===== config.mk =====
export PLATFORM = sky130hd
export DESIGN_NAME = led_cfg_i2c_slave
export DESIGN_NICKNAME = d
export VERILOG_FILES = /design/src/rtl/led_cfg_pkg.sv /design/src/rtl/i2c_in_sync.sv /design/src/rtl/i2c_wr_rx.sv /design/src/rtl/cfg_reg_bank.sv /design/src/rtl/led_cfg_i2c_slave.sv
export SDC_FILE = /design/constraint.sdc
export NUM_CORES = 1
export LEC_CHECK = 0
export BUFFER_PORTS_ARGS = -buffer_cell sky130_fd_sc_hd__buf_2
export CAP_MARGIN = 20
export CORE_UTILIZATION = 30
export DETAILED_ROUTE_END_ITERATION = 8
export SLEW_MARGIN = 0
export SYNTH_ARGS = -nofsm -noshare
export SYNTH_HDL_FRONTEND = slang
export SYNTH_SLANG_ARGS = --single-unit

===== constraint.sdc =====
create_clock -name clk_i -period 3.35 [get_ports clk_i]
set_input_delay 0.5025 -clock clk_i [delete_from_list [all_inputs] [get_ports clk_i]]
set_output_delay 0.5025 -clock clk_i [all_outputs]
set_load 0.03 [all_outputs]

===== src/rtl/led_cfg_pkg.sv =====
package led_cfg_pkg;
  localparam int unsigned CFG_NUM_REGS = 26;
  localparam int unsigned CFG_REG_W    = 8;
  localparam logic [6:0]  CFG_DEV_ADDR = 7'b1110101;

  typedef enum logic [1:0] {
    ST_IDLE,
    ST_ADDR,
    ST_PTR,
    ST_DATA
  } rx_state_e;

  // writable bits per register address; unused bits forced to zero
  function automatic logic [7:0] reg_mask(input int unsigned a);
    if (a == 0)                          return 8'hFF;
    else if (a inside {1, 4})            return 8'h9F;
    else if (a inside {2, 3, 5, 6, 10})  return 8'h1F;
    else if (a inside {[7:9], [11:22]})  return 8'h3F;
    else if (a == 23)                    return 8'hE7;
    else if (a inside {24, 25})          return 8'h8F;
    else                                 return 8'h00;
  endfunction
endpackage


===== src/rtl/i2c_in_sync.sv =====
module i2c_in_sync #(
  parameter int unsigned WIDTH  = 2,
  parameter int unsigned STAGES = 2
) (
  input  logic             clk_i,
  input  logic             rst_ni,
  input  logic [WIDTH-1:0] d_i,
  output logic [WIDTH-1:0] lvl_o,
  output logic [WIDTH-1:0] rise_o,
  output logic [WIDTH-1:0] fall_o
);
  localparam int unsigned LAST = STAGES - 1;

  logic [WIDTH-1:0] stg_q [STAGES];
  logic [WIDTH-1:0] prev_q;

  // idle bus is high, so reset to ones
  always_ff @(posedge clk_i or negedge rst_ni) begin
    if (!rst_ni) begin
      for (int s = 0; s < STAGES; s++) stg_q[s] <= '1;
      prev_q <= '1;
    end else begin
      stg_q[0] <= d_i;
      for (int s = 1; s < STAGES; s++) stg_q[s] <= stg_q[s-1];
      prev_q <= stg_q[LAST];
    end
  end

  assign lvl_o  = stg_q[LAST];
  assign rise_o = stg_q[LAST] & ~prev_q;
  assign fall_o = ~stg_q[LAST] & prev_q;
endmodule


===== src/rtl/i2c_wr_rx.sv =====
module i2c_wr_rx
  import led_cfg_pkg::*;
#(
  parameter logic [6:0]  DEV_ADDR = CFG_DEV_ADDR,
  parameter int unsigned PTR_W    = 8
) (
  input  logic             clk_i,
  input  logic             rst_ni,
  input  logic             scl_rise_i,
  input  logic             scl_fall_i,
  input  logic             sda_i,
  input  logic             start_i,
  input  logic             stop_i,
  output logic             sda_oe_o,
  output logic             wr_en_o,
  output logic [PTR_W-1:0] wr_addr_o,
  output logic [7:0]       wr_data_o
);
  localparam logic [7:0] ADDR_WR = {DEV_ADDR, 1'b0};

  rx_state_e        state_q;
  logic [2:0]       bit_cnt_q;
  logic [6:0]       shift_q;
  logic [PTR_W-1:0] ptr_q;
  logic             ack_wait_q;
  logic             in_ack_q;
  logic             oe_q;
  logic             wr_en_q;
  logic [PTR_W-1:0] wr_addr_q;
  logic [7:0]       wr_data_q;
  logic [7:0]       byte_w;

  assign byte_w = {shift_q, sda_i};

  always_ff @(posedge clk_i or negedge rst_ni) begin
    if (!rst_ni) begin
      state_q    <= ST_IDLE;
      bit_cnt_q  <= '0;
      shift_q    <= '0;
      ptr_q      <= '0;
      ack_wait_q <= 1'b0;
      in_ack_q   <= 1'b0;
      oe_q       <= 1'b0;
      wr_en_q    <= 1'b0;
      wr_addr_q  <= '0;
      wr_data_q  <= '0;
    end else begin
      wr_en_q <= 1'b0;
      if (start_i) begin
        state_q    <= ST_ADDR;
        bit_cnt_q  <= '0;
        ack_wait_q <= 1'b0;
        in_ack_q   <= 1'b0;
        oe_q       <= 1'b0;
      end else if (stop_i) begin
        state_q    <= ST_IDLE;
        ack_wait_q <= 1'b0;
        in_ack_q   <= 1'b0;
        oe_q       <= 1'b0;
      end else if (state_q != ST_IDLE) begin
        if (scl_rise_i && !in_ack_q && !ack_wait_q) begin
          shift_q   <= byte_w[6:0];
          bit_cnt_q <= bit_cnt_q + 3'd1;
          if (bit_cnt_q == 3'd7) begin
            ack_wait_q <= 1'b1;
            case (state_q)
              ST_ADDR: begin
                if (byte_w == ADDR_WR) state_q <= ST_PTR;
                else begin
                  state_q    <= ST_IDLE;
                  ack_wait_q <= 1'b0;
                end
              end
              ST_PTR: begin
                ptr_q   <= PTR_W'(byte_w);
                state_q <= ST_DATA;
              end
              ST_DATA: begin
                wr_en_q   <= 1'b1;
                wr_addr_q <= ptr_q;
                wr_data_q <= byte_w;
                ptr_q     <= ptr_q + 1'b1;
              end
              default: ;
            endcase
          end
        end else if (scl_fall_i) begin
          if (ack_wait_q) begin
            ack_wait_q <= 1'b0;
            in_ack_q   <= 1'b1;
            oe_q       <= 1'b1;
          end else if (in_ack_q) begin
            in_ack_q <= 1'b0;
            oe_q     <= 1'b0;
          end
        end
      end
    end
  end

  assign sda_oe_o  = oe_q;
  assign wr_en_o   = wr_en_q;
  assign wr_addr_o = wr_addr_q;
  assign wr_data_o = wr_data_q;
endmodule


===== src/rtl/cfg_reg_bank.sv =====
module cfg_reg_bank
  import led_cfg_pkg::*;
#(
  parameter int unsigned NUM_REGS = CFG_NUM_REGS,
  parameter int unsigned PTR_W    = 8
) (
  input  logic                  clk_i,
  input  logic                  rst_ni,
  input  logic                  wr_en_i,
  input  logic [PTR_W-1:0]      wr_addr_i,
  input  logic [7:0]            wr_data_i,
  output logic [NUM_REGS*8-1:0] regs_o
);
  for (genvar g = 0; g < NUM_REGS; g++) begin : g_reg
    localparam logic [7:0] MASK = reg_mask(g);
    logic [7:0] val_q;

    always_ff @(posedge clk_i or negedge rst_ni) begin
      if (!rst_ni)                                   val_q <= '0;
      else if (wr_en_i && wr_addr_i == PTR_W'(g))    val_q <= wr_data_i & MASK;
    end

    assign regs_o[g*8 +: 8] = val_q;
  end
endmodule


===== src/rtl/led_cfg_i2c_slave.sv =====
module led_cfg_i2c_slave
  import led_cfg_pkg::*;
#(
  parameter logic [6:0]  DEV_ADDR = CFG_DEV_ADDR,
  parameter int unsigned NUM_REGS = CFG_NUM_REGS
) (
  input  logic                  clk_i,
  input  logic                  rst_ni,
  input  logic                  scl_i,
  input  logic                  sda_i,
  output logic                  sda_oe_o,
  output logic [NUM_REGS*8-1:0] regs_o
);
  localparam int unsigned PTR_W = 8;

  logic [1:0] lvl, rise, fall;
  logic scl_lvl, sda_lvl, scl_rise, scl_fall, sda_rise, sda_fall;
  logic start_det, stop_det;
  logic wr_en;
  logic [PTR_W-1:0] wr_addr;
  logic [7:0] wr_data;

  i2c_in_sync #(.WIDTH(2), .STAGES(2)) u_sync (
    .clk_i  (clk_i),
    .rst_ni (rst_ni),
    .d_i    ({sda_i, scl_i}),
    .lvl_o  (lvl),
    .rise_o (rise),
    .fall_o (fall)
  );

  assign scl_lvl  = lvl[0];
  assign sda_lvl  = lvl[1];
  assign scl_rise = rise[0];
  assign scl_fall = fall[0];
  assign sda_rise = rise[1];
  assign sda_fall = fall[1];

  assign start_det = scl_lvl & ~scl_rise & sda_fall;
  assign stop_det  = scl_lvl & ~scl_rise & sda_rise;

  i2c_wr_rx #(.DEV_ADDR(DEV_ADDR), .PTR_W(PTR_W)) u_rx (
    .clk_i      (clk_i),
    .rst_ni     (rst_ni),
    .scl_rise_i (scl_rise),
    .scl_fall_i (scl_fall),
    .sda_i      (sda_lvl),
    .start_i    (start_det),
    .stop_i     (stop_det),
    .sda_oe_o   (sda_oe_o),
    .wr_en_o    (wr_en),
    .wr_addr_o  (wr_addr),
    .wr_data_o  (wr_data)
  );

  cfg_reg_bank #(.NUM_REGS(NUM_REGS), .PTR_W(PTR_W)) u_bank (
    .clk_i     (clk_i),
    .rst_ni    (rst_ni),
    .wr_en_i   (wr_en),
    .wr_addr_i (wr_addr),
    .wr_data_i (wr_data),
    .regs_o    (regs_o)
  );
endmodule


# Word-level counts from Yosys, hierarchy flattened
# Index checks and enable logic that the tools add are counted.
# W data, S select, Z words.
[op_classes] reduce_logical=50 bitwise=10 muxes=39 add_sub_neg=2 n_eq_ne=33
[ops] op="$eq A8 B5 Y1 const B" count=10
[ops] op="$eq A8 B4 Y1 const B" count=8
[ops] op="$eq A8 B3 Y1 const B" count=4
[ops] op="$logic_and A1 B1 Y1" count=28
[ops] op="$mux W1" count=27
[ops] op="$eq A8 B2 Y1 const B" count=2
[ops] op="$pmux W8 S2" count=1
[ops] op="$mux W2" count=6
[ops] op="$mux W3" count=4
[ops] op="$reduce_and A4 Y1" count=3
[ops] op="$reduce_and A6 Y1" count=2
[ops] op="$reduce_bool A3 Y1" count=4
[ops] op="$reduce_bool A4 Y1" count=3
[ops] op="$reduce_and A3 Y1" count=3
[ops] op="$add A8 B1 Y8 const B" count=1
[ops] op="$eq A8 B1 Y1 const B" count=1
[ops] op="$eq A8 B8 Y1 const B" count=1
[ops] op="$logic_not A8 Y1" count=1
[ops] op="$reduce_bool A2 Y1" count=4
[ops] op="$and A2 B2 Y2" count=2
[ops] op="$eq A2 B2 Y1 const B" count=2
[ops] op="$ne A4 B4 Y1 const B" count=1
[ops] op="$not A2 Y2" count=2
[ops] op="$pmux W2 S2" count=1
[ops] op="8 further kinds" count=13
[word_totals] wordCells=173 register_bits=197

# Longest topological paths before layout
# Gate-level depths: netlist of run 1.
[depth] depth_word=8 depth_mapped=8 mapped_depth_nobuf=6

# By module
# A second synthesis of run 1 with hierarchy kept.
[unflattened] cells_unflattened=578 hier_area_um2=8495.6
[modules_own_cells] mod="cfg_reg_bank" area_each_um2=6343.6 n_inst=1 cells_per_inst=413
[modules_own_cells] mod="i2c_wr_rx" area_each_um2=1926.8 n_inst=1 cells_per_inst=151
[modules_own_cells] mod="i2c_in_sync" area_each_um2=207.7 n_inst=1 cells_per_inst=12
[modules_own_cells] mod="led_cfg_i2c_slave" area_each_um2=17.5 n_inst=1 cells_per_inst=2

# Least setup slack after synthesis of run 1
# Ideal clock, no wire load.
[synth_path] kind="reg-to-reg" from="reg u_rx.state_q[0]" to="reg u_rx.wr_addr_q[3] (netlist: u_rx.wr_addr_o[3])" path_slack_ps=1140 path_stages_with_launch=9 setup_ps=125 path_buffers=2 arrival_ps=2085 cell_sequence="dfrtp_1 > inv_1 > ha_1 > or4b_4 > nor2_1 > and3_1 > buf_4 > buf_6 > mux2_2"
[synth_between] elab_chain_len=2 word_cells_on_any_way=3 classes_between="1 x eq/ne; 2 x reduce/logical"
[synth_rtl] item="from (decl)" line_no="i2c_wr_rx.sv:21" text="rx_state_e state_q;"
[synth_rtl] item="from (signal assigned)" line_no="i2c_wr_rx.sv:37" text="state_q <= ST_IDLE;"
[synth_rtl] item="from (signal assigned)" line_no="i2c_wr_rx.sv:50" text="state_q <= ST_ADDR;"
[synth_rtl] item="from (signal assigned)" line_no="i2c_wr_rx.sv:56" text="state_q <= ST_IDLE;"
[synth_rtl] item="$eq A2 B2 Y1 / $reduce_bool A2 Y1 (equally long branches)" line_no="i2c_wr_rx.sv:66, i2c_wr_rx.sv:60"
[synth_rtl] item="$reduce_and A6 Y1 (no source line) *"
[synth_rtl] item="to (signal assigned)" line_no="i2c_wr_rx.sv:80" text="wr_addr_q <= ptr_q;"
[synth_rtl] item="to (decl)" line_no="i2c_wr_rx.sv:29" text="logic [PTR_W-1:0] wr_addr_q;"
# Every way passes the cells marked *; elsewhere a longest branch is shown, timed or not.
# A chain may end at the register's enable or synchronous reset.

# Worst setup path after layout of run 1
[layout_path] from="reg u_rx.state_q[0]" to="reg u_rx.ptr_q[2]"
[layout_between] elab_chain_len=3 word_cells_on_any_way=6 classes_between="2 x eq/ne; 1 x mux; 3 x reduce/logical"
[layout_rtl] item="$eq A2 B2 Y1" line_no="i2c_wr_rx.sv:66" text="case (state_q)"
[layout_rtl] item="$reduce_bool A2 Y1 (no source line)"
[layout_rtl] item="$reduce_and A6 Y1 (no source line)"
[layout_rtl] item="to (signal assigned)" line_no="i2c_wr_rx.sv:75" text="ptr_q <= PTR_W'(byte_w);"
[layout_rtl] item="to (signal assigned)" line_no="i2c_wr_rx.sv:82" text="ptr_q <= ptr_q + 1'b1;"
[layout_rtl] item="to (decl)" line_no="i2c_wr_rx.sv:24" text="logic [PTR_W-1:0] ptr_q;"
# Several ways; a longest one is shown, not always the timed one.

==> qor.txt, run 1 <==
CTS Buffer Depth: 2
die footprint: 0.0282 mm²
largest net degree at the start of global routing: 87
first-pass GRT wire length: 29.3 mm
R2R depth: 6
Total Power: 0.00509 W
Unique masters post-synth: 46
Worst VDD drop: 0.317 mV
most area-hungry cell type in the Yosys netlist: dfrtp_1
most common library cells after synthesis: dfrtp_1 (191), mux2_2 (175), buf_4 (58), nor2_1 (23), nand2_1 (20)
Area after DPL: 0.00926 mm²
Arrival @ worst endpoint: 2.60 ns
Routed WL: 18.8 mm
worst-path maximum fanout: 6
crit path kind: reg -> reg
critical path buffer and inverter count: 1
Seq/Total Area, Yosys: 59.7%
Die Ht: 168 µm
Initial Utilization: 30.6%
vias in the first global route: 4,827
startpoint class of the critical path: flip-flop
max cap viols: 0
startpoint of the worst-slack reg-to-reg timing path: u_rx.state_q[0]$_DFFE_PN0P_
top_reg_cell synth: dfrtp_1
Final Critical Period: 2.30 ns
P&R area growth vs syn: 20.4%
Num CTS Buffers: 17
Clk Latency, worst-skew pair: 0.43 ns
PortBufs: 155
drt pass-1 iters: 4
Final Hold Viols: 0
ANT nets after route: 0
yosys warns: 0
synthesis-stage register bit count: 197
Max Fclk: 0.436 GHz
Worst setup EP type: flip-flop
gr usage total: 13.6%
wire per inst: 17.1 µm
delay-heaviest family, CP: simple AND/OR/NAND/NOR gates
TritonCTS Sinks: 197
# fillers: 2,656
Leak: 5.42 nW
clk root buf: clkbuf_16
RD Place Congestion: 0.777
Synth area leaders: dfrtp_1 (58%), mux2_2 (24%), buf_4 (5.3%)
final worst path period share: 68.5%
ys async rst share: 100%
Critical path origin: u_rx.state_q[0]$_DFFE_PN0P_
Nets: 757
hold bufs inserted after CTS: 0
mean area per synthesized cell: 14.3 µm²
Post-DP HPWL: 13.0 mm
Finished Cell Area: 0.00996 mm²
core area: 0.0270 mm²
Clock transition at path regs: 0.07 ns
Clock Skew: 0.0148 ns
Post-synth EDFFs: 0
DR vias: 4,980
I/O pin cnt: 213
cells after synthesis: 580
Setup TNS Final: 0 ns
buffer count from post-CTS setup fixing: 0
critical path cell sequence: inv_1 > ha_1 > or4b_4 > nor3_1 > a21oi_1 > o21a_1
Hold WS: 0.120 ns
Tightest Pin Transition: 0.918 ns
RR Endpoint: u_rx.ptr_q[2]$_DFFE_PN0P_
CTS tree: done
Die Width: 168 µm
H-tree depth: 4
RSZ-0062 raised after global routing: false
n_diodes: 0
synthesized cell area: 0.00827 mm²
Rows: 60
DRC: 0
vias per inst: 4.54
post-CTS sizing: 0
Synth top area share: 57.8%
# setup viols final: 0
r2r setup slk: 1.05 ns
most common cell in the synthesized netlist: dfrtp_1
Initial DRC Count: 255
status: finished, final reports clean
Max Slew Vio Count: 0
Worst Hold Class: in -> async
Power per Cell Area: 511 mW/mm²
initial antenna violation count: 0
slowest cell on the critical path: nor3_1
grt ovf: 0
CP required: 3.66 ns
Slew HR: 38.8%
critical path's largest stage delay: 0.63 ns
ratio of cells with drive above 1 in the final layout: 51.0%
## cells by family (layout without fill, tap and decap cells)
group / count (synthesis) / after routing / synth area share (%)
buffers and inverters: 81 / 202 / 6.50
AOI/OAI and AO/OA: 27 / 27 / 2.31
xor gates and xnor gates: 1 / 1 / 0.106
other: 1 / 57 / 0.0453
and+or+nand+nor: 88 / 88 / 6.07
muxes: 177 / 177 / 24.1
DFF: 197 / 197 / 59.7
adders and majority gates: 8 / 8 / 1.21
## cell type report
type	count	area (µm²)	share of cell area [%]
Timing Repair Buffer	165	892	8.96
Inverter	6	22.5	0.226
Tap cell	341	427	4.28
Clock inverter	14	246	2.48
Multi-Input combinational cell	358	3010	30.2
Clock buffer	17	425	4.27
Sequential cell	197	4940	49.6
## registers in the layout (all words and copies together) (netlist names)
register / cells
u_bank.g.val_q: 151
u_rx.ptr_q: 8
u_rx.wr_addr_o: 8
u_rx.wr_data_o: 8
u_rx.shift_q: 7
u_rx.bit_cnt_q: 3
u_rx.state_q: 2
u_sync.lvl_o: 2
u_sync.prev_q: 2
u_sync.stg_q: 2
u_rx.ack_wait_q: 1
u_rx.in_ack_q: 1
u_rx.sda_oe_o: 1
u_rx.wr_en_o: 1
## worst max-delay path by stage
| stage | endpoint | slack (ns) | cells past startpoint |
|---|---|---|---|
| 4_1_cts | u_bank.g_reg[4].val_q[3]$_DFFE_PN0P_ | 1.06 | 4 |
| 3_3_place_gp | u_bank.g_reg[1].val_q[1]$_DFFE_PN0P_ | 1.10 | 4 |
| 2_1_floorplan | u_rx.wr_addr_o[3]$_DFFE_PN0P_ | 1.14 | 8 |
| 3_5_place_dp | u_rx.ptr_q[2]$_DFFE_PN0P_ | 1.09 | 6 |
| 6_report | u_rx.ptr_q[2]$_DFFE_PN0P_ | 1.05 | 6 |
| 5_1_grt | u_rx.ptr_q[3]$_DFFE_PN0P_ | 0.91 | 6 |
## placed cells by master, fill, tap and decap left out, types with 3 or more instances in the layout
cell / instances
buf_4: 8
o21ai_0: 4
a21oi_1: 5
inv_1: 6
nand3_1: 5
nand2b_1: 3
inv_6: 4
mux2_2: 175
a211oi_1: 4
nand4_1: 3
clkbuf_16: 17
dfrtp_1: 191
bufinv_16: 6
dfstp_2: 6
nor3_2: 4
nor2b_1: 3
and2_1: 3
nor2_1: 23
ha_1: 8
and3_1: 4
conb_1: 57
nor3_1: 4
a22o_1: 4
nand2_1: 20
buf_2: 154
## worst register-to-register path, stage by stage (launching register included)
cell and delay, ns:
dfrtp_1 0.40, inv_1 0.08, ha_1 0.21, or4b_4 0.52
nor3_1 0.63, a21oi_1 0.14, o21a_1 0.20
## power by group
group | internal, W | total (W) | switching [W]
logic | 0.0000784 | 0.000255 | 0.000176
registers | 0.00244 | 0.00251 | 0.0000684
clock network | 0.00141 | 0.00233 | 0.000917
## per-stage QoR
| stage | util, % | instances | worst slack, ns |
|---|---|---|---|
| final | 36.8 | 1098 | 1.05 |
| after global routing | 36.8 | 1098 | 0.906 |
| after CTS | 36.7 | 1097 | 1.06 |
| after detailed placement | 34.3 | 1066 | 1.09 |
| after global placement | 34.3 | 1066 | 1.10 |
| after floorplan | - | 636 | 1.14 |
## routing by layer
metal	up-vias	wire length, µm	GRT usage [%]
met5	-	0	0
met4	0	152	3.44
met3	12	796	3.24
met2	133	9680	23.1
met1	2586	8190	17.5
li1	2249	-	-
Power figures use the tool's default switching activity.
==> run 2: changes to the inputs <==
clock period = 2.38 ns   (was 3.35 ns; I/O delays follow)
==> qor.txt, run 2 (synthesized netlist as in run 1, its figures left out) <==
status: finished, final reports clean (unchanged)
RD Place Congestion: 0.772 (was 0.777)
Power per Cell Area: 678 mW/mm² (was 511 mW/mm²)
Largest register FFs: 151 (unchanged)
Num CTS Buffers: 17 (unchanged)
Clock transition at path regs: 0.07 ns (about the same)
critical path endpoint: u_rx.ptr_q[5]$_DFFE_PN0P_ (was u_rx.ptr_q[2]$_DFFE_PN0P_)
R2R depth: 6 (unchanged)
drt pass-1 iters: 5 (was 4)
Slew HR: 29.8% (was 38.8%)
commonest non-fill, non-tap cell in the layout: dfrtp_1 (unchanged)
TritonCTS Sinks: 197 (unchanged)
RR Endpoint: u_rx.ptr_q[5]$_DFFE_PN0P_ (was u_rx.ptr_q[2]$_DFFE_PN0P_)
Worst Hold Class: reg -> reg (was in -> async)
Die Ht: 168 µm (unchanged)
Routed WL: 18.9 mm (was 18.8 mm)
first-pass GRT wire length: 29.6 mm (was 29.3 mm)
CP required: 2.70 ns (was 3.66 ns)
Hold WS: 0.358 ns (was 0.120 ns)
grt ovf: 0 (unchanged)
core area: 0.0270 mm² (unchanged)
Arrival @ worst endpoint: 2.57 ns (was 2.60 ns)
DRC: 0 (unchanged)
Finished Cell Area: 0.0101 mm² (was 0.00996 mm²)
post-CTS sizing: 0 (unchanged)
Leak: 5.49 nW (was 5.42 nW)
Final Hold Viols: 0 (unchanged)
Area after DPL: 0.00940 mm² (was 0.00926 mm²)
ratio of cells with drive above 1 in the final layout: 51.7% (was 51.0%)
# setup viols final: 0 (unchanged)
Nets: 775 (was 757)
final worst path period share: 94.6% (was 68.5%)
most frequent cells in the layout: dfrtp_1 (191), mux2_2 (175), buf_2 (154) (unchanged)
largest reg by FF count: u_bank.g.val_q (unchanged)
Rows: 60 (unchanged)
Tightest Pin Transition: 1.05 ns (was 0.918 ns)
worst-path maximum fanout: 11 (was 6)
Critical path origin: u_rx.state_q[0]$_DFFE_PN0P_ (unchanged)
Final Critical Period: 2.25 ns (was 2.30 ns)
Clk Latency, worst-skew pair: 0.43 ns (about the same)
startpoint of the worst-slack reg-to-reg timing path: u_rx.state_q[0]$_DFFE_PN0P_ (unchanged)
Initial Utilization: 30.6% (unchanged)
r2r setup slk: 0.13 ns (was 1.05 ns)
die footprint: 0.0282 mm² (unchanged)
wire per inst: 16.9 µm (was 17.1 µm)
Final Core Density: 37.3% (was 36.8%)
DR vias: 4,984 (was 4,980)
vias per inst: 4.46 (was 4.54)
ANT nets after route: 0 (unchanged)
Post-DP HPWL: 13.0 mm (about the same)
Setup TNS Final: 0 ns (unchanged)
startpoint class of the critical path: flip-flop (unchanged)
Worst VDD drop: 0.440 mV (was 0.317 mV)
Worst setup EP type: flip-flop (unchanged)
Initial DRC Count: 180 (was 255)
Die Width: 168 µm (unchanged)
CTS tree: done (unchanged)
crit path kind: reg -> reg (unchanged)
RSZ-0062 raised after global routing: false (unchanged)
H-tree depth: 4 (unchanged)
largest net degree at the start of global routing: 63 (was 87)
Max Slew Vio Count: 0 (unchanged)
Clock Skew: 0.0106 ns (was 0.0148 ns)
PortBufs: 155 (unchanged)
n_diodes: 0 (unchanged)
CTS Buffer Depth: 2 (unchanged)
clk root buf: clkbuf_16 (unchanged)
gr usage total: 13.8% (was 13.6%)
vias in the first global route: 5,040 (was 4,827)
Max Fclk: 0.444 GHz (was 0.436 GHz)
initial antenna violation count: 0 (unchanged)
I/O pin cnt: 213 (unchanged)
P&R area growth vs syn: 21.8% (was 20.4%)
max cap viols: 0 (unchanged)
## run 2: cell count changes in the layout (fill, tap and decap cells not counted), sizes merged
| cell | previous run | this run |
|---|---|---|
| clkbuf | 18 | 21 |
| clkinvlp | 2 | 4 |
| bufinv | 6 | 2 |
| dlygate4sd3 | 0 | 3 |
| buf | 164 | 179 |
| inv | 11 | 10 |
| clkinv | 1 | 2 |
## run 2: cell type report
class | instances | area (µm²)
clock buffers | 20 | 457
multi-input cells | 358 | 3010
flip-flops and latches | 197 | 4940
inverters | 6 | 22.5
repair buffers | 183 | 1080
fillers | 2658 | 17000
clock inverters | 12 | 144
well taps | 341 | 427
## run 2: where the power goes
group,internal [W],switching (W)
clock,0.00163,0.00130
combinational,0.000124,0.000250
sequential,0.00343,0.0000971
total,0.00518,0.00164
## run 2: layer usage
metal	track usage [%]	vias to the layer above	wire, µm
li1	-	2289	-
met1	16.8	2556	8080
met2	23.8	120	9720
met3	3.60	19	808
met4	4.39	0	292
met5	0	-	0
## run 2: stage by stage
| step | setup slack [ns] | power [W] | std cells |
|---|---|---|---|
| floorplan | 0.170 | 0.00389 | 636 |
| global placement | 0.170 | 0.00395 | 1078 |
| detailed placement | 0.136 | 0.00396 | 1079 |
| CTS | 0.111 | 0.00692 | 1112 |
| global route | 0.0149 | 0.00712 | 1117 |
| finish | 0.129 | 0.00683 | 1117 |
## run 2: worst min-delay path by stage
stage,from,depth (start not counted),to
6_report,u_sync.stg_q[2]$_DFF_PN1_,0,u_sync.lvl_o[0]$_DFF_PN1_
5_1_grt,u_sync.stg_q[3]$_DFF_PN1_,0,u_sync.lvl_o[1]$_DFF_PN1_
4_1_cts,sda_i,1,u_sync.stg_q[3]$_DFF_PN1_
3_5_place_dp,u_sync.stg_q[2]$_DFF_PN1_,0,u_sync.lvl_o[0]$_DFF_PN1_
3_3_place_gp,u_sync.stg_q[3]$_DFF_PN1_,0,u_sync.lvl_o[1]$_DFF_PN1_
2_1_floorplan,rst_ni,0,u_bank.g_reg[0].val_q[0]$_DFFE_PN0P_
## run 2: what timing repair did
action                     in CTS  in global routing
setup endpoints to repair       0                  1
setup buffers                   0                  2
hold endpoints to repair       58                  2
hold buffers                    1                  2
## run 2: critical path: stages, from the launching register on
cell     delay (ns)
dfrtp_1        0.39
inv_1          0.07
ha_1           0.21
or4b_4         0.52
or3_4          0.47
a22o_1         0.25
a211o_1        0.21
==> run 3: changes to the inputs <==
ABC_AREA = 1   (was default)
==> qor.txt, run 3 <==
Max Slew Vio Count: 0 (unchanged)
Synth Area in XOR/XNOR: 0% (was 0.106%)
critical path endpoint: u_bank.g_reg[22].val_q[1]$_DFFE_PN0P_ (was u_rx.ptr_q[5]$_DFFE_PN0P_)
# setup viols final: 0 (unchanged)
Reg power frac: 52.2% (was 51.7%)
Unique masters post-synth: 29 (was 46)
Post-Synth Adder-Cell Area: 1.19% (was 1.21%)
hold bufs inserted after CTS: 2 (was 1)
# fillers: 2,823 (was 2,658)
buffer count from post-CTS setup fixing: 0 (unchanged)
initial antenna violation count: 0 (unchanged)
Arrival @ worst endpoint: 2.24 ns (was 2.57 ns)
final worst path period share: 78.3% (was 94.6%)
grt ovf: 0 (unchanged)
Met2 Wirelength: 9.98 mm (was 9.72 mm)
largest reg by FF count: u_bank.g.val_q (unchanged)
Routed WL: 21.1 mm (was 18.9 mm)
storage element area: 0.00494 mm² (unchanged)
proportion of synthesized area in mux cells: 0% (was 24.1%)
most common cell in the synthesized netlist: nand2_1 (was dfrtp_1)
CTS Buffer Depth: 2 (unchanged)
DRC: 0 (unchanged)
Max Fclk: 0.537 GHz (was 0.444 GHz)
Die Width: 169 µm (was 168 µm)
internal power: 0.00482 W (was 0.00518 W)
vias per inst: 4.30 (was 4.46)
critical path's largest stage delay: 0.40 ns (was 0.52 ns)
RR Endpoint: u_bank.g_reg[22].val_q[1]$_DFFE_PN0P_ (was u_rx.ptr_q[5]$_DFFE_PN0P_)
Final Hold Viols: 0 (unchanged)
Num CTS Buffers: 17 (unchanged)
Worst Hold Class: reg -> reg (unchanged)
hold path start: u_sync.stg_q[3]$_DFF_PN1_ (was u_sync.stg_q[2]$_DFF_PN1_)
Initial DRC Count: 367 (was 180)
ANT nets after route: 0 (unchanged)
Switching Fraction: 25.7% (was 24.1%)
yosys warns: 0 (unchanged)
Cells after DPL: 1,425 (was 1,079)
Nets: 1,087 (was 775)
TritonCTS Sinks: 197 (unchanged)
Slew HR: 47.2% (was 29.8%)
Setup TNS Final: 0 ns (unchanged)
n_diodes: 0 (unchanged)
max cap viols: 0 (unchanged)
DR WL met3: 915 µm (was 808 µm)
WP depth: 7 (was 6)
simple-gate share of the synthesized area: 19.1% (was 6.07%)
Clock transition at path regs: 0.08 ns (was 0.07 ns)
Synth Area in Compound Gates: 11.3% (was 2.31%)
RD Place Congestion: 0.843 (was 0.772)
CTS tree: done (unchanged)
P&R area growth vs syn: 19.3% (was 21.8%)
most common library cells after synthesis: nand2_1 (310), dfrtp_1 (191), o21ai_0 (124), buf_4 (60), inv_1 (45) (was dfrtp_1 (191), mux2_2 (175), buf_4 (58), nor2_1 (23), nand2_1 (20))
CP required: 2.76 ns (was 2.70 ns)
slowest cell on the critical path: nor2_1 (was or4b_4)
ys async rst share: 100% (unchanged)
critical path cell sequence: nor2_2 > nand3_1 > nor2_1 > inv_1 > nor2_1 > nand2_1 > nand2_1 (was inv_1 > ha_1 > or4b_4 > or3_4 > a22o_1 > a211o_1)
Clock Skew: 0.0159 ns (was 0.0106 ns)
first-pass GRT wire length: 33.7 mm (was 29.6 mm)
PortBufs: 155 (unchanged)
ratio of cells with drive above 1 in the final layout: 21.9% (was 51.7%)
post-CTS sizing: 0 (unchanged)
largest net degree at the start of global routing: 69 (was 63)
Clk Latency, worst-skew pair: 0.43 ns (about the same)
M1 wire length: 9.89 mm (was 8.08 mm)
delay-heaviest family, CP: simple AND/OR/NAND/NOR gates (unchanged)
die footprint: 0.0286 mm² (was 0.0282 mm²)
I/O pin cnt: 213 (unchanged)
Leak: 5.33 nW (was 5.49 nW)
Worst setup EP type: flip-flop (unchanged)
gr usage total: 15.2% (was 13.8%)
R2R depth: 7 (was 6)
Seq/Total Area, Yosys: 58.9% (was 59.7%)
clk root buf: clkbuf_16 (unchanged)
Synth top area share: 57.0% (was 57.8%)
synthesis-stage register bit count: 197 (unchanged)
Initial Utilization: 30.8% (was 30.6%)
most area-hungry cell type in the Yosys netlist: dfrtp_1 (unchanged)
synthesized cell area: 0.00838 mm² (was 0.00827 mm²)
cells after synthesis: 923 (was 580)
Worst VDD drop: 0.357 mV (was 0.440 mV)
Final Critical Period: 1.86 ns (was 2.25 ns)
largest family of logic cells by synthesized area: simple AND/OR/NAND/NOR gates (was multiplexers)
Clock Power Share: 43.6% (was 42.8%)
Synth area leaders: dfrtp_1 (57%), nand2_1 (14%), o21ai_0 (7.4%) (was dfrtp_1 (58%), mux2_2 (24%), buf_4 (5.3%))
H-tree depth: 4 (unchanged)
crit path kind: reg -> reg (unchanged)
Power per Cell Area: 650 mW/mm² (was 678 mW/mm²)
Multi-input gate area: 0.00286 mm² (was 0.00301 mm²)
worst-path maximum fanout: 27 (was 11)
net switching power: 0.00167 W (was 0.00164 W)
commonest non-fill, non-tap cell in the layout: nand2_1 (was dfrtp_1)
Post-synth EDFFs: 0 (unchanged)
Tightest Pin Transition: 0.791 ns (was 1.05 ns)
wire per inst: 14.5 µm (was 16.9 µm)
status: finished, final reports clean (unchanged)
Comb power frac: 4.1% (was 5.5%)
startpoint of the worst-slack reg-to-reg timing path: u_rx.wr_addr_o[7]$_DFFE_PN0P_ (was u_rx.state_q[0]$_DFFE_PN0P_)
Die Ht: 169 µm (was 168 µm)
Post-DP HPWL: 14.8 mm (was 13.0 mm)
Largest register FFs: 151 (unchanged)
most frequent cells in the layout: nand2_1 (310), dfrtp_1 (191), buf_2 (154) (was dfrtp_1 (191), mux2_2 (175), buf_2 (154))
final non-filler cell total: 1,460 (was 1,117)
r2r setup slk: 0.52 ns (was 0.13 ns)
RSZ-0062 raised after global routing: false (unchanged)
vias in the first global route: 5,949 (was 5,040)
Rows: 60 (unchanged)
Max Used Layer: met4 (unchanged)
critical path buffer and inverter count: 1 (unchanged)
startpoint class of the critical path: flip-flop (unchanged)
Hold WS: 0.359 ns (was 0.358 ns)
mean area per synthesized cell: 9.08 µm² (was 14.3 µm²)
DR vias: 6,284 (was 4,984)
top_reg_cell synth: dfrtp_1 (unchanged)
Critical path origin: u_rx.wr_addr_o[7]$_DFFE_PN0P_ (was u_rx.state_q[0]$_DFFE_PN0P_)
core area: 0.0272 mm² (was 0.0270 mm²)
drt pass-1 iters: 5 (unchanged)
==> run 3: cell types whose count changed after synthesis, moves of 6 or more <==
cell and change:
nand2_1 +290, mux2_2 -175, o21ai_0 +120, inv_1 +39, o21ai_1 +33, nor2_1 +15, buf_2 +13, nand3_1 +12
o21ai_2 +11, clkbuf_1 +9, nor2_2 +6
==> run 3: cell type report <==
class | instances | share of cell area [%]
Timing Repair Buffer | 172 | 9.58
Inverter | 50 | 1.88
Clock buffer | 18 | 4.29
Multi-Input combinational cell | 637 | 28.6
Sequential cell | 197 | 49.4
Clock inverter | 14 | 1.60
Tap cell | 372 | 4.66
==> run 3: worst min-delay path by stage <==
| stage | end | slack [ns] | cells past startpoint |
|---|---|---|---|
| 2_1_floorplan | u_bank.g_reg[0].val_q[0]$_DFFE_PN0P_ | 0.06 | 0 |
| 6_report | u_sync.lvl_o[1]$_DFF_PN1_ | 0.36 | 0 |
| 3_5_place_dp | u_sync.lvl_o[1]$_DFF_PN1_ | 0.35 | 0 |
| 4_1_cts | u_sync.stg_q[3]$_DFF_PN1_ | 0.003 | 1 |
| 3_3_place_gp | u_sync.lvl_o[1]$_DFF_PN1_ | 0.35 | 0 |
| 5_1_grt | u_sync.lvl_o[1]$_DFF_PN1_ | 0.36 | 0 |
==> run 3: per-layer routing <==
metal / vias up / track usage (%)
li1: 3148 / -
met1: 2958 / 20.3
met2: 152 / 24.7
met3: 26 / 3.24
met4: 0 / 5.01
met5: - / 0
==> run 3: cell families (layout without fill, tap and decap cells) <==
group | Yosys count | in the layout
and+or+nand+nor | 392 | 392
other | 1 | 57
adders and majority gates | 8 | 8
buffers and inverters | 145 | 254
DFF | 197 | 197
AOI/OAI and AO/OA | 180 | 180
==> run 3: per-stage QoR <==
stage,setup WS [ns],utilization [%],instance area [µm²],total power [W]
after floorplan,0.900,-,8590,0.00369
after global placement,0.572,34.5,9380,0.00372
after detailed placement,0.516,34.5,9380,0.00373
after CTS,0.501,36.7,9980,0.00657
after global routing,0.215,36.8,9990,0.00675
final,0.516,36.8,9990,0.00649
==> run 3: power by group through the flow <==
| stage | logic, W | registers (W) | clock network, W |
|---|---|---|---|
| global placement | 0.000268 | 0.00346 | 0 |
| CTS | 0.000273 | 0.00339 | 0.00291 |
| finish | 0.000269 | 0.00339 | 0.00283 |
| global route | 0.000300 | 0.00340 | 0.00305 |
| floorplan | 0.000240 | 0.00346 | 0 |
| detailed placement | 0.000270 | 0.00346 | 0 |
